**config.mk**
```make
export PLATFORM = sky130hd
export DESIGN_NAME = slot_sched
export DESIGN_NICKNAME = d
export VERILOG_FILES = /design/src/rtl/slot_sched_pkg.sv /design/src/rtl/slot_lfsr_dp.sv /design/src/rtl/slot_sched_ctrl.sv /design/src/rtl/slot_sched.sv
export SDC_FILE = /design/constraint.sdc
export NUM_CORES = 1
export LEC_CHECK = 0
export BUFFER_PORTS_ARGS = -buffer_cell sky130_fd_sc_hd__buf_4
export CORE_ASPECT_RATIO = 1.4
export CORE_MARGIN = 2
export CORE_UTILIZATION = 30
export CTS_CLUSTER_SIZE = 14
export DETAILED_ROUTE_END_ITERATION = 8
export PLACE_DENSITY_LB_ADDON = 0.15
export SETUP_SLACK_MARGIN = 0.02
export SLEW_MARGIN = 20
export SYNTH_ARGS = -nofsm -noshare
export SYNTH_HDL_FRONTEND = slang
export SYNTH_SLANG_ARGS = --single-unit
```
**constraint.sdc**
```tcl
create_clock -name clk -period 3.44 [get_ports clk]
set_clock_uncertainty 0.1 [all_clocks]
set_input_delay 0.688 -clock clk [delete_from_list [all_inputs] [get_ports clk]]
set_output_delay 0.688 -clock clk [all_outputs]
set_load 0.005 [all_outputs]
```
**src/rtl/slot_sched_pkg.sv**
```systemverilog
package slot_sched_pkg;

  typedef struct packed {
    logic loadSeed;
    logic advance;
  } ctrlStb_t;

  function automatic logic [255:0] tapMask(input int w);
    logic [255:0] m;
    m = '0;
    case (w)
      16:  begin m[15] = 1'b1; m[14] = 1'b1; m[12] = 1'b1; m[3] = 1'b1; end
      32:  begin m[31] = 1'b1; m[21] = 1'b1; m[1] = 1'b1; m[0] = 1'b1; end
      64:  begin m[63] = 1'b1; m[62] = 1'b1; m[60] = 1'b1; m[59] = 1'b1; end
      128: begin m[127] = 1'b1; m[125] = 1'b1; m[100] = 1'b1; m[98] = 1'b1; end
      256: begin m[255] = 1'b1; m[253] = 1'b1; m[250] = 1'b1; m[245] = 1'b1; end
      default: m = '0;
    endcase
    return m;
  endfunction

  function automatic bit widthOk(input int w);
    return (w == 16) || (w == 32) || (w == 64) || (w == 128) || (w == 256);
  endfunction

endpackage

```
**src/rtl/slot_lfsr_dp.sv**
```systemverilog
module slot_lfsr_dp
  import slot_sched_pkg::*;
#(
  parameter int LFSR_W = 32
) (
  input  logic              clk,
  input  logic              rstN,
  input  ctrlStb_t          stb,
  input  logic [LFSR_W-1:0] seedIn,
  input  logic [7:0]        dutyThr,
  output logic              txReq,
  output logic [LFSR_W-1:0] stateOut
);
  localparam logic [255:0]        FULL_MASK = tapMask(LFSR_W);
  localparam logic [LFSR_W-1:0]   TAP_MASK  = FULL_MASK[LFSR_W-1:0];
  localparam logic [LFSR_W-1:0]   DEF_SEED  = LFSR_W'(1);

  logic [LFSR_W-1:0] state;
  logic [LFSR_W-1:0] effSeed;
  logic [LFSR_W-1:0] cur;
  logic [LFSR_W-1:0] stepped;
  logic              feedback;

  always_comb begin
    effSeed  = (seedIn == '0) ? DEF_SEED : seedIn;
    cur      = stb.loadSeed ? effSeed : state;
    feedback = ^(cur & TAP_MASK);
    stepped  = {cur[LFSR_W-2:0], feedback};
    txReq    = cur[7:0] < dutyThr;
  end

  always_ff @(posedge clk) begin
    if (!rstN) begin
      state <= DEF_SEED;
    end else if (stb.advance) begin
      state <= stepped;
    end else if (stb.loadSeed) begin
      state <= effSeed;
    end
  end

  assign stateOut = state;
endmodule

```
**src/rtl/slot_sched_ctrl.sv**
```systemverilog
module slot_sched_ctrl
  import slot_sched_pkg::*;
#(
  parameter int RUN_W = 4
) (
  input  logic             clk,
  input  logic             rstN,
  input  logic             slotStb,
  input  logic             seedLoad,
  input  logic [RUN_W-1:0] maxRxRun,
  input  logic             txReq,
  output ctrlStb_t         stb,
  output logic             txOut,
  output logic             validOut
);
  localparam logic [RUN_W-1:0] RUN_SAT = '1;

  logic [RUN_W-1:0] rxRun;
  logic             prevTx;
  logic             decision;

  always_comb begin
    stb.loadSeed = seedLoad;
    stb.advance  = slotStb;
    if (prevTx) begin
      decision = 1'b0;
    end else if (rxRun >= maxRxRun) begin
      decision = 1'b1;
    end else begin
      decision = txReq;
    end
  end

  always_ff @(posedge clk) begin
    if (!rstN) begin
      rxRun    <= '0;
      prevTx   <= 1'b0;
      txOut    <= 1'b0;
      validOut <= 1'b0;
    end else begin
      validOut <= slotStb;
      if (slotStb) begin
        txOut  <= decision;
        prevTx <= decision;
        if (decision) begin
          rxRun <= '0;
        end else if (rxRun != RUN_SAT) begin
          rxRun <= rxRun + 1'b1;
        end
      end
    end
  end
endmodule

```
**src/rtl/slot_sched.sv**
```systemverilog
module slot_sched
  import slot_sched_pkg::*;
#(
  parameter int LFSR_W = 32,
  parameter int RUN_W  = 4
) (
  input  logic              clk,
  input  logic              rstN,
  input  logic              slotStb,
  input  logic [LFSR_W-1:0] seedIn,
  input  logic              seedLoad,
  input  logic [7:0]        dutyThr,
  input  logic [RUN_W-1:0]  maxRxRun,
  output logic              txOut,
  output logic              validOut
);
  generate
    if (!widthOk(LFSR_W)) begin : gBadWidth
      $error("slot_sched: unsupported LFSR_W");
    end
  endgenerate

  ctrlStb_t          stb;
  logic              txReq;
  logic [LFSR_W-1:0] lfsrState;

  slot_sched_ctrl #(.RUN_W(RUN_W)) uCtrl (
    .clk      (clk),
    .rstN     (rstN),
    .slotStb  (slotStb),
    .seedLoad (seedLoad),
    .maxRxRun (maxRxRun),
    .txReq    (txReq),
    .stb      (stb),
    .txOut    (txOut),
    .validOut (validOut)
  );

  slot_lfsr_dp #(.LFSR_W(LFSR_W)) uDp (
    .clk      (clk),
    .rstN     (rstN),
    .stb      (stb),
    .seedIn   (seedIn),
    .dutyThr  (dutyThr),
    .txReq    (txReq),
    .stateOut (lfsrState)
  );
endmodule

```
# After elaboration in Yosys (flattened, before gate mapping)
# Cells that the tools add are included.
[op_classes]
add_sub_neg = 1
multipliers = 0
div = 0
order_cmp = 2
eq_ne = 1
shifts = 0
muxes = 7
bitwise_logic = 0
n_reduce_logical = 4
[ops]
columns = ["op", "n"]
rows = [
  ["$mux 32", 3],
  ["$logic_not 32->1", 1],
  ["$reduce_xor 32->1", 1],
  ["$lt 8x8->1", 1],
  ["$mux 4", 2],
  ["$add 4x1->4 const B", 1],
  ["$ge 4x4->1", 1],
  ["$ne 4x4->1 const B", 1],
  ["$mux 1", 2],
  ["$reduce_and 2->1", 1],
  ["$reduce_bool 2->1", 1],
]
[totals]
reg_bits = 38
latchBits = 0
ram_bits = 0
mem_bits_ro = 0
out_inout_bits = 2
word_cells = 19
n_memories = 0

# Logic depth before layout (Yosys ltp)
[depth]
depth_word = 8
ltp_mapped = 10
depth_no_buf = 8

# Cells and area by module
# A second synthesis with hierarchy kept.
[hier_totals]
hier_cells = 216
area_unflattened_um2 = 2290.9
[modules_own_cells]
columns = ["module", "n_inst", "cells_per_inst", "area_per_inst_um2", "seq_area_each_um2"]
rows = [
  ["slot_lfsr_dp", 1, 171, 1888.1, 640.6],
  ["slot_sched_ctrl", 1, 45, 402.9, 120.1],
]

# Worst setup path after synthesis
# Ideal clock, no wire load.
[synth_timing]
path_kind = "in2reg"
from = "input seedLoad"
to = "register uCtrl.rxRun[0]"
setup_time_ns = 0.131
arrival_ns = 2.777
t_required_ns = 3.209
path_slack_ns = 0.432
path_stages = 10
n_path_buf = 2
path_cell_list = "buf_2 buf_2 mux2_2 ha_1 or3b_1 nor2_1 o211ai_1 a311oi_2 and2_4 o22ai_1"
[synth_between]
elab_chain_len = 6
word_cells_on_any_way = 7
[synth_lines]
columns = ["item", "line_no", "rtl"]
rows = [
  ["from (decl)", "slot_sched.sv:11", "input logic seedLoad,"],
  ["$mux 32 (*)", "--", ""],
  ["$lt 8x8->1 (*)", "slot_lfsr_dp.sv:29", "txReq = cur[7:0] < dutyThr;"],
  ["$mux 1 (*)", "slot_sched_ctrl.sv:27", "end else if (rxRun >= maxRxRun) begin"],
  ["$mux 1 (*)", "slot_sched_ctrl.sv:25", "if (prevTx) begin"],
  ["$reduce_bool 2->1 (no source line)", "--", ""],
  ["$reduce_and 2->1 (no source line)", "--", ""],
  ["to (signal assigned)", "slot_sched_ctrl.sv:48", "rxRun <= rxRun + 1'b1;"],
  ["to (decl)", "slot_sched_ctrl.sv:18", "logic [RUN_W-1:0] rxRun;"],
]
# Mark *: on every way between the ends. The rest lies on a longest branch, timed or not.
# A chain may end at the register's enable or synchronous reset.

# Worst setup path in the final report
# Same ends and word-level chain as after synthesis.

==> reports/metrics.yaml <==
start_kind: "input pin"
ant_nets: 0
yosysUniqueCellTypes: 36
cts.clk_slew.worst_paths_ns: 0.08
clkPwrFrac_pct: 39.3
min_to: "uCtrl.rxRun[0]"
hpwl_um: 3860
reg2reg_from: "uDp.stateOut[1]"
core-area_um2: 6980
p_int_uw: 881
synth_area_um2: 2160
cts_max_path_buffers: 2
clkLatencyLatePin_ns: 0.29
drt_first_iter_violations: 70
place.gp.congestion: 0.713
syn2layout_area_growth_pct: 26.8
grt_overflow: 0
instances_no_fill: 386
hold_buffers: 0
worstReg2RegEnd: "uCtrl.rxRun[0]"
cts_root_buffer: "clkbuf_8"
seqPwrFrac_pct: 41.3
dp_cells: 378
place_ws_ns: 0.452
cts_made_buffers: 5
setup_tns_ns: 0
drv_slew: 0
p_switching_uw: 290
grt_usage_pct: 14.4
grt_pass1_vias: 1932
cp_max_fo: 9
grt_max_degree: 43
fin_ws_ns: 0.760
port_buffers: 49
drc: 0
ys_seq_area_share_pct: 35.2
reg2reg_depth: 8
layout-drive-gt1-share_pct: 25.8
cellPowerDensity_nw_per_um2: 428
avgSynthCellArea_um2: 8.75
holdCritPathClass: "flop to flop"
fin_crit_sh_pct: 77.9
run_status: "completed"
timing.fmax_mhz: 373
worst_ep_arrival_time_ns: 2.75
regToRegSetupSlack_ns: 1.11
fp.dieArea_um2: 7910
crit_chain: "buf_4 -> mux2_2 -> ha_1 -> or3b_1 -> nor2_1 -> o211ai_1 -> a311oi_2 -> and2_4 -> o22ai_1"
syn_nets: 307
final_common_cell: "buf_4"
worstHoldStart: "uCtrl.rxRun[0]"
hold-path-cell-count: 2
rsz0062_at_grt: "false"
nets: 350
routed_wl_um: 5270
finish.utilization_pct: 39.2
rows: 36
initial_utilization_pct: 30.9
post_cts_buffers: 0
dr_total_vias: 1854
grt_pass1_wl_um: 8870
crit_path_end_kind: "flop"
wire_per_inst_um: 13.6
cpMaxStageDelayCell: "mux2_2"
ios: 50
ys_warn_count: 0
p_sw_share_pct: 24.8
ir_drop_v: 0.000284
p_leak_nw: 1.35
synth_edf_count: 0
critPathMaxStageDelay_ns: 0.39
worst-setup-path-type: "input pin to flop"
antenna_found_initial: 0
synthArstFlopShare_pct: 0
htree_levels: 2
cts_tree: "built"
syn_inst: 247
die_h_um: 104
yosys_most_used_dff: "dfxtp_1"
avgViaCountPerCell: 4.80
combPwrFrac_pct: 19.4
cts_resized: 0
maxCapViolations: 0
hold_viol: 0
yosys_register_bits: 38
first_pass_iters: 4
maxSlewHeadroom_pct: 38.4
diodes: 0
setup_viol: 0
min_period_ns: 2.68
clock-sinks: 38
final_cell_mix: "51 x buf_4, 41 x nand2_1, 38 x dfxtp_1"
cp_data_required_time_ns: 3.51
worst_slew_pin_slew_ns: 0.924
die_w_um: 75.7
-- Yosys cell counts, types with 4 or more instances --
cell type,instances,area share [%]
mux2i_1,21,9.7
and3_1,14,4.1
inv_1,14,2.4
nor2_1,12,2.1
dfxtp_1,38,35
nand3_1,6,1.4
buf_2,4,0.93
nor3_1,8,1.9
nand4_1,4,1.2
ha_1,12,6.9
o211a_1,8,3.7
mux2_2,11,5.7
nand2_1,41,7.1
clkbuf_1,11,1.9
nor4_1,8,2.3
-- sequential cells by signal (all words and copies together), names as in the netlist --
signal and cells:
uDp.stateOut 32, uCtrl.rxRun 4, uCtrl.prevTx 1, uCtrl.validOut 1
-- per-layer routing --
layer	GRT usage [%]	up-vias	routed length, µm
li1	-	952	-
met1	17.2	859	2220
met2	25.1	38	2760
met3	3.20	5	219
met4	4.14	0	72
met5	0	-	0
-- per-stage QoR --
stage          hold WS (ns)  power [mW]  cell area, µm²
5_1_grt               0.476        1.24            2740
6_report              0.433        1.17            2740
3_5_place_dp          0.427       0.725            2600
2_1_floorplan         0.388       0.642            2160
4_1_cts               0.438        1.19            2740
3_3_place_gp          0.422       0.723            2600
-- logic make-up (layout without fill, tap and decap cells) --
kind of cell / count (synthesis) / after routing / share of synthesized area (%)
mux: 32 / 32 / 15.5
xor+xnor: 3 / 3 / 1.22
buf+inv: 29 / 73 / 5.27
simple gates: 104 / 104 / 24.2
fa+ha+maj: 12 / 12 / 6.95
compound gates: 29 / 29 / 11.7
flops: 38 / 38 / 35.2
-- worst max path at each step --
| stage | startpoint | end | slack, ns | depth (start not counted) |
|---|---|---|---|---|
| after global placement | seedLoad | uCtrl.rxRun[0] | 0.54 | 9 |
| final | seedLoad | uCtrl.rxRun[0] | 0.76 | 9 |
| after detailed placement | seedLoad | uCtrl.rxRun[0] | 0.45 | 9 |
| after CTS | seedLoad | uCtrl.rxRun[0] | 0.77 | 9 |
| after floorplan | seedLoad | uCtrl.rxRun[0] | 0.43 | 10 |
| after global routing | seedLoad | uCtrl.rxRun[0] | 0.58 | 9 |
-- final cells by class --
cell class / instances / area (µm²)
Fill cell: 740 / 4240
Multi-Input combinational cell: 180 / 1290
Sequential cell: 38 / 761
Timing Repair Buffer: 51 / 383
Tap cell: 95 / 119
Clock buffer: 5 / 68.8
Clock inverter: 3 / 68.8
Inverter: 14 / 52.6
-- worst max-delay path: cells and delay by family --
kind,cells,cell delay [ns]
adders and majority gates,1,0.20
and+or+nand+nor,3,0.75
AOI/OAI and AO/OA,3,0.56
buffers and inverters,1,0.15
muxes,1,0.39
-- power by group through the flow --
stage / Combinational, mW / Sequential, mW / Clock [mW]
2_1_floorplan: 0.150 / 0.492 / 0
3_3_place_gp: 0.228 / 0.494 / 0
3_5_place_dp: 0.231 / 0.495 / 0
4_1_cts: 0.232 / 0.485 / 0.474
5_1_grt: 0.256 / 0.488 / 0.496
6_report: 0.227 / 0.484 / 0.460
No activity file was read; power rests on OpenSTA's default activity.
